### config.mk
export PLATFORM = sky130hd
export DESIGN_NAME = buzz_timer
export DESIGN_NICKNAME = d
export VERILOG_FILES = /design/src/rtl/buzz_timer_pkg.sv /design/src/rtl/buzz_timer_ctrl.sv /design/src/rtl/buzz_timer_dp.sv /design/src/rtl/buzz_timer.sv
export SDC_FILE = /design/constraint.sdc
export NUM_CORES = 1
export LEC_CHECK = 0
export BUFFER_PORTS_ARGS = -buffer_cell sky130_fd_sc_hd__buf_2
export CAP_MARGIN = 20
export CELL_PAD_IN_SITES_DETAIL_PLACEMENT = 1
export CELL_PAD_IN_SITES_GLOBAL_PLACEMENT = 1
export CORE_MARGIN = 5
export CORE_UTILIZATION = 40
export CTS_CLUSTER_SIZE = 16
export DETAILED_ROUTE_END_ITERATION = 10
export GPL_TIMING_DRIVEN = 0
export MAX_ROUTING_LAYER = met4
export PLACE_DENSITY = 0.83
export SLEW_MARGIN = 20
export SYNTH_ARGS = -nofsm -noshare
export SYNTH_HDL_FRONTEND = slang
export SYNTH_SLANG_ARGS = --single-unit
### constraint.sdc
create_clock -name clk -period 2.85 [get_ports clk]
set_input_delay 0.57 -clock clk [delete_from_list [all_inputs] [get_ports clk]]
set_output_delay 0.57 -clock clk [all_outputs]
set_load 0.005 [all_outputs]
### src/rtl/buzz_timer_pkg.sv
package buzz_timer_pkg;
  localparam int unsigned CNT_W   = 8;
  localparam int unsigned SEL_W   = 3;
  localparam int unsigned ADDR_W  = 2;
  localparam int unsigned CTRL_W  = SEL_W + 3;
  localparam int unsigned SRC_BIT  = SEL_W;
  localparam int unsigned RUN_BIT  = SEL_W + 1;
  localparam int unsigned BUZZ_BIT = SEL_W + 2;

  localparam logic [ADDR_W-1:0] ADDR_COUNT = 2'd0;
  localparam logic [ADDR_W-1:0] ADDR_CTRL  = 2'd1;
  localparam logic [ADDR_W-1:0] ADDR_PORT  = 2'd2;

  typedef struct packed {
    logic             countTick;
    logic             preloadWr;
    logic             loadCount;
    logic [CNT_W-1:0] wrData;
    logic             buzzMode;
    logic             dataBit0;
    logic             dataBit1;
  } ctrlStrobes_t;
endpackage

### src/rtl/buzz_timer_ctrl.sv
module buzz_timer_ctrl
  import buzz_timer_pkg::*;
#(
  parameter int unsigned SYNC_STAGES = 2
) (
  input  logic              clk,
  input  logic              rstN,
  input  logic              regWrEn,
  input  logic              regRdEn,
  input  logic [ADDR_W-1:0] regAddr,
  input  logic [CNT_W-1:0]  regWrData,
  input  logic              eventIn,
  input  logic [CNT_W-1:0]  countVal,
  output logic [CNT_W-1:0]  regRdData,
  output ctrlStrobes_t      strb
);
  localparam int unsigned PRE_W = (1 << SEL_W) - 1;

  logic [CTRL_W-1:0] ctrlReg;
  logic [1:0]        portData;
  logic [PRE_W-1:0]  preCnt;
  logic [PRE_W:0]    maskWide;
  logic [SYNC_STAGES-1:0] evSync;
  logic              evPrev;
  logic              intTick, extTick, rawTick, freeze, runOn, wrCount;

  // configuration registers
  always_ff @(posedge clk or negedge rstN) begin
    if (!rstN) begin
      ctrlReg  <= '0;
      portData <= '0;
    end else if (regWrEn) begin
      if (regAddr == ADDR_CTRL) ctrlReg  <= regWrData[CTRL_W-1:0];
      if (regAddr == ADDR_PORT) portData <= regWrData[1:0];
    end
  end

  // free-running prescaler; a tap every 2^n cycles
  always_ff @(posedge clk or negedge rstN) begin
    if (!rstN) preCnt <= '0;
    else       preCnt <= preCnt + 1'b1;
  end

  assign maskWide = ({{PRE_W{1'b0}}, 1'b1} << ctrlReg[SEL_W-1:0]) - 1'b1;
  assign intTick  = &(preCnt | ~maskWide[PRE_W-1:0]);

  // event synchronizer chain and edge detector
  generate
    for (genvar s = 0; s < SYNC_STAGES; s++) begin : g_sync
      if (s == 0) begin : g_first
        always_ff @(posedge clk or negedge rstN) begin
          if (!rstN) evSync[0] <= 1'b0;
          else       evSync[0] <= eventIn;
        end
      end else begin : g_next
        always_ff @(posedge clk or negedge rstN) begin
          if (!rstN) evSync[s] <= 1'b0;
          else       evSync[s] <= evSync[s-1];
        end
      end
    end
  endgenerate

  always_ff @(posedge clk or negedge rstN) begin
    if (!rstN) evPrev <= 1'b0;
    else       evPrev <= evSync[SYNC_STAGES-1];
  end

  assign extTick = evSync[SYNC_STAGES-1] & ~evPrev;
  assign rawTick = ctrlReg[SRC_BIT] ? extTick : intTick;
  assign runOn   = ctrlReg[RUN_BIT];
  assign freeze  = regRdEn && (regAddr == ADDR_COUNT);
  assign wrCount = regWrEn && (regAddr == ADDR_COUNT);

  always_comb begin
    strb.countTick = runOn & rawTick & ~freeze;
    strb.preloadWr = wrCount;
    strb.loadCount = wrCount & ~runOn;
    strb.wrData    = regWrData;
    strb.buzzMode  = ctrlReg[BUZZ_BIT];
    strb.dataBit0  = portData[0];
    strb.dataBit1  = portData[1];
  end

  always_comb begin
    case (regAddr)
      ADDR_COUNT: regRdData = countVal;
      ADDR_CTRL:  regRdData = CNT_W'(ctrlReg);
      ADDR_PORT:  regRdData = CNT_W'(portData);
      default:    regRdData = '0;
    endcase
  end
endmodule

### src/rtl/buzz_timer_dp.sv
module buzz_timer_dp
  import buzz_timer_pkg::*;
(
  input  logic             clk,
  input  logic             rstN,
  input  ctrlStrobes_t     strb,
  output logic [CNT_W-1:0] countVal,
  output logic [CNT_W-1:0] preloadVal,
  output logic             ovfPulse,
  output logic             pfdState,
  output logic             buzz0,
  output logic             buzz1
);
  always_ff @(posedge clk or negedge rstN) begin
    if (!rstN) preloadVal <= '0;
    else if (strb.preloadWr) preloadVal <= strb.wrData;
  end

  always_ff @(posedge clk or negedge rstN) begin
    if (!rstN) begin
      countVal <= '0;
      ovfPulse <= 1'b0;
    end else begin
      ovfPulse <= 1'b0;
      if (strb.loadCount) begin
        countVal <= strb.wrData;
      end else if (strb.countTick) begin
        if (&countVal) begin
          countVal <= preloadVal;
          ovfPulse <= 1'b1;
        end else begin
          countVal <= countVal + 1'b1;
        end
      end
    end
  end

  always_ff @(posedge clk or negedge rstN) begin
    if (!rstN)         pfdState <= 1'b0;
    else if (ovfPulse) pfdState <= ~pfdState;
  end

  always_comb begin
    if (strb.buzzMode) begin
      buzz0 = strb.dataBit0 &  pfdState;
      buzz1 = strb.dataBit0 & ~pfdState;
    end else begin
      buzz0 = strb.dataBit0;
      buzz1 = strb.dataBit1;
    end
  end
endmodule

### src/rtl/buzz_timer.sv
module buzz_timer
  import buzz_timer_pkg::*;
#(
  parameter int unsigned SYNC_STAGES = 2
) (
  input  logic              clk,
  input  logic              rstN,
  input  logic              regWrEn,
  input  logic              regRdEn,
  input  logic [ADDR_W-1:0] regAddr,
  input  logic [CNT_W-1:0]  regWrData,
  output logic [CNT_W-1:0]  regRdData,
  input  logic              eventIn,
  output logic              ovfPulse,
  output logic              buzz0,
  output logic              buzz1
);
  ctrlStrobes_t     strb;
  logic [CNT_W-1:0] countVal;
  logic [CNT_W-1:0] preloadVal;
  logic             pfdState;

  buzz_timer_ctrl #(.SYNC_STAGES(SYNC_STAGES)) u_ctrl (
    .clk(clk), .rstN(rstN), .regWrEn(regWrEn), .regRdEn(regRdEn),
    .regAddr(regAddr), .regWrData(regWrData), .eventIn(eventIn),
    .countVal(countVal), .regRdData(regRdData), .strb(strb)
  );

  buzz_timer_dp u_dp (
    .clk(clk), .rstN(rstN), .strb(strb), .countVal(countVal),
    .preloadVal(preloadVal), .ovfPulse(ovfPulse), .pfdState(pfdState),
    .buzz0(buzz0), .buzz1(buzz1)
  );
endmodule

==> load_flow_metrics.sql <==
INSERT INTO impl_metrics (metric_group, metric, value, unit) VALUES
('finish', 'flow.area_growth_from_synthesis', '25.7', '%'),
('floorplanning', 'floorplan.initialDensity', '41.0', '%'),
('floorplanning', 'boundaryPins', '26', ''),
('grt', 'grt_first_pass_wirelength', '8310', 'um'),
('placed_design', 'port_buffers', '23', ''),
('clock_tree', 'cts_hold_repair.buffers', '0', ''),
('finish', 'finish.net_count', '238', ''),
('timing', 'layout_setup_ws', '102', 'ps'),
('timing', 'worst_slew_pin_slew', '833', 'ps'),
('finish', 'final_layout_size_suffix_gt1_share', '31.7', '%'),
('min_path', 'hp-class', 'reg -> reg', ''),
('setup_path', 'crit_fanout', '6', ''),
('grt', 'track_usage', '17.5', '%'),
('timing', 'slew_viol_final', '0', ''),
('power', 'p_leak', '1.11', 'nW'),
('routing', 'routed_wire_length_per_instance', '17.0', 'um'),
('routing', 'first_pass_iteration_count_of_the_detailed_router', '4', ''),
('synthesis', 'synth_seq_cells', '36', ''),
('placed_design', 'detailedPlacementHpwl', '3460', 'um'),
('setup_path', 'worst_path_most_repeated_cell', 'buf_6', ''),
('outcome', 'run_status', 'completed', ''),
('synthesis', 'synth-edff-count', '0', ''),
('min_path', 'worst_hold_path.num_cells', '0', ''),
('synthesis', 'yosysWarningCount', '0', ''),
('floorplanning', 'placementRows', '25', ''),
('routing', 'detail_route.wirelength', '4890', 'um'),
('placed_design', 'pre_cts_ws', '-190', 'ps'),
('clock_tree', 'cts-root-to-sink-buffers', '2', ''),
('grt', 'grt_pass1_vias', '1677', ''),
('finish', 'filler_cell_count', '519', ''),
('setup_path', 'crit_required', '3030', 'ps'),
('floorplanning', 'die_width', '79.6', 'um'),
('synthesis', 'synthesis.area_per_instance', '10.8', 'sq um'),
('setup_path', 'cp_data_arrival_time', '2930', 'ps'),
('setup_path', 'timing.critical_path.from_type', 'flop', ''),
('setup_path', 'crit_buf_inv', '2', ''),
('routing', 'detail-route-antenna-nets', '0', ''),
('power', 'share_comb_of_total_power', '25.4', '%'),
('floorplanning', 'dieArea', '6330', 'sq um'),
('power', 'irDropWorstVdd', '0.311', 'mV'),
('finish', 'antenna_cells_inserted', '0', ''),
('setup_path', 'cp_top_family', 'compound AO/OA/AOI/OAI gates', ''),
('power', 'power_report.internal_total', '0.00129', 'W'),
('synthesis', 'async_set_or_reset_flop_fraction_in_the_synthesized_netlist', '100', '%'),
('synthesis', 'main_flop_type_after_synthesis', 'dfrtp_1', ''),
('clock_tree', 'worstSkewPairLatency', '290', 'ps'),
('clock_tree', 'tritoncts', 'yes', ''),
('synthesis', 'sequential_fraction_of_the_synthesis_area', '46.5', '%'),
('routing', 'detail_route.iter0.violations', '76', ''),
('timing', 'report.final.setup_viol', '0', ''),
('synthesis', 'synth_cell_type_count', '46', ''),
('routing', 'drc_errors_left', '0', ''),
('setup_path', 'max_stage_delay', '400', 'ps'),
('clock_tree', 'tritoncts_num_sinks', '36', ''),
('timing', 'min_period_over_period', '96.4', '%'),
('floorplanning', 'floorplan.die.height', '79.6', 'um'),
('placed_design', 'place.gp.congestion', '0.827', ''),
('power', 'p_seq_share', '39.7', '%'),
('power', 'power_per_cell_area', '742', 'nW/um^2'),
('grt', 'grt_max_degree', '37', ''),
('job', 'max_cap_viol_count', '0', ''),
('setup_path', 'worst_path_max_delay_cell', 'dfrtp_1', ''),
('setup_path', 'ordered_list_of_cells_on_the_worst_path', 'buf_6, or3b_4, ha_4, nor2b_4, a211o_1, a2111oi_4, a2bb2oi_4, buf_6, mux2i_1, a221o_1', ''),
('power', 'power.clock.fraction', '34.9', '%'),
('synthesis', 'syn-num-nets', '198', ''),
('timing', 'timing.slew.headroom', '44.4', '%'),
('grt', 'globalRouteOverflowTotal', '0', ''),
('grt', 'grt_antenna_before_repair', '0', ''),
('clock_tree', 'ctsHtreeMaxLevel', '2', ''),
('setup_path', 'class_of_the_most_critical_setup_path', 'reg -> reg', ''),
('clock_tree', 'cts_inserted_buffers', '5', '');
[cell usage after synthesis (all sizes together), types with 2 or more instances]
cell type / n / area share (%)
a2111oi: 2 / 1.9
a211o: 2 / 0.91
a211oi: 2 / 0.78
a21boi: 3 / 1.2
a21oi: 2 / 0.52
a221o: 5 / 2.6
and2: 5 / 1.6
and3: 3 / 0.97
buf: 5 / 1.7
clkbuf: 2 / 0.39
dfrtp: 36 / 47
ha: 3 / 1.9
inv: 7 / 1.4
mux2: 15 / 8.7
mux2i: 8 / 4.1
nand2: 12 / 2.3
nand2b: 5 / 1.6
nand3: 8 / 2.1
nor2: 15 / 2.9
nor2b: 4 / 1.3
nor3: 2 / 0.52
o211a: 2 / 1.0
o21ai: 5 / 1.3
o31ai: 2 / 0.78
or3: 2 / 0.65
or3b: 2 / 0.91
xnor2: 5 / 2.3
xor2: 3 / 1.4
[flip-flops by register name (all words and copies together), names as in the netlist]
signal and count:
u_ctrl.ctrlReg 6, u_dp.ovfPulse 1, u_ctrl.evPrev 1, u_dp.pfdState 1
u_ctrl.evSync 2, u_dp.countVal 8, u_ctrl.preCnt 7, u_dp.preloadVal 8
u_ctrl.portData 2
[final timing paths]
kind	startpoint	endpoint	slack [ps]
worst min-delay path	u_ctrl.evSync[0]$_DFF_PN0_	u_ctrl.evSync[1]$_DFF_PN0_	350
worst max-delay path	u_ctrl.ctrlReg[2]$_DFFE_PN0P_	u_dp.countVal[6]$_DFFE_PN0P_	100
worst max register to register	u_ctrl.ctrlReg[2]$_DFFE_PN0P_	u_dp.countVal[6]$_DFFE_PN0P_	100
min in group asynchronous	rstN	u_ctrl.preCnt[2]$_DFF_PN0_	380
max in group asynchronous	rstN	u_ctrl.ctrlReg[1]$_DFFE_PN0P_	1900
worst min register to register	u_ctrl.evSync[0]$_DFF_PN0_	u_ctrl.evSync[1]$_DFF_PN0_	350
[what timing repair did]
item	in CTS	in global routing
gates resized for setup	10	5
endpoints found under the setup margin	8	7
pin swaps	5	8
buffers inserted	3	7
[per-stage QoR]
| step | instances | TNS [ps] | power [W] | area [sq um] | utilization (%) |
|---|---|---|---|---|---|
| CTS | 281 | 0 | 0.00178 | 2360 | 50.1 |
| floorplan | 180 | 0 | 0.000961 | 1940 | - |
| global route | 288 | -1.04 | 0.00191 | 2430 | 51.5 |
| detailed placement | 270 | -988 | 0.00110 | 2130 | 45.2 |
| global placement | 270 | -288 | 0.00108 | 2130 | 45.2 |
| finish | 288 | 0 | 0.00181 | 2430 | 51.5 |
[cell usage in the layout (no fill, tap or decap), drive strengths merged, types with 2 or more instances in the layout]
| master | Yosys | routed |
|---|---|---|
| a2111oi | 2 | 2 |
| a211o | 2 | 2 |
| a211oi | 2 | 2 |
| a21boi | 3 | 3 |
| a21oi | 2 | 2 |
| a221o | 5 | 5 |
| and2 | 5 | 5 |
| and3 | 3 | 3 |
| buf | 5 | 38 |
| bufinv | 0 | 3 |
| clkbuf | 2 | 7 |
| dfrtp | 36 | 36 |
| ha | 3 | 3 |
| inv | 7 | 7 |
| mux2 | 15 | 15 |
| mux2i | 8 | 8 |
| nand2 | 12 | 12 |
| nand2b | 5 | 5 |
| nand3 | 8 | 8 |
| nor2 | 15 | 15 |
| nor2b | 4 | 4 |
| nor3 | 2 | 2 |
| o211a | 2 | 2 |
| o21ai | 5 | 5 |
| o31ai | 2 | 2 |
| or3 | 2 | 2 |
| or3b | 2 | 2 |
| xnor2 | 5 | 5 |
| xor2 | 3 | 3 |
[power by group through the flow]
stage               logic [W]  registers [W]  clock network (W)
detailed placement   0.000383       0.000722                  0
floorplan            0.000277       0.000684                  0
global route         0.000507       0.000733           0.000668
finish               0.000458       0.000717           0.000630
global placement     0.000364       0.000717                  0
CTS                  0.000427       0.000714           0.000643
[cells by family (layout without fill, tap and decap cells)]
group | after synthesis | count (layout) | share of synthesized area (%)
xor+xnor | 8 | 8 | 3.62
mux | 23 | 23 | 12.9
flops | 36 | 36 | 46.5
fa+ha+maj | 3 | 3 | 1.94
simple gates | 65 | 65 | 17.6
buf+inv | 14 | 55 | 3.49
compound gates | 31 | 31 | 14.0
[metal layers]
metal | track usage (%) | part of all wire (%) | vias to the layer above
met5 | - | 0 | -
met2 | 29.0 | 50 | 27
met3 | 3.39 | 3.5 | 4
met1 | 21.5 | 45 | 768
li1 | - | - | 730
met4 | 5.50 | 1.0 | 0
[cell type report]
cell class / count / area [sq um] / share of cell area (%)
flip-flops and latches: 36 / 902 / 37.1
well taps: 67 / 83.8 / 3.44
clock buffers: 5 / 68.8 / 2.83
plain buffers: 7 / 51.3 / 2.11
inverters: 7 / 26.3 / 1.08
multi-input cells: 130 / 1020 / 41.8
repair buffers: 33 / 194 / 7.97
clock inverters: 3 / 90.1 / 3.70
Note: power is estimated with default switching activity, not from simulation.
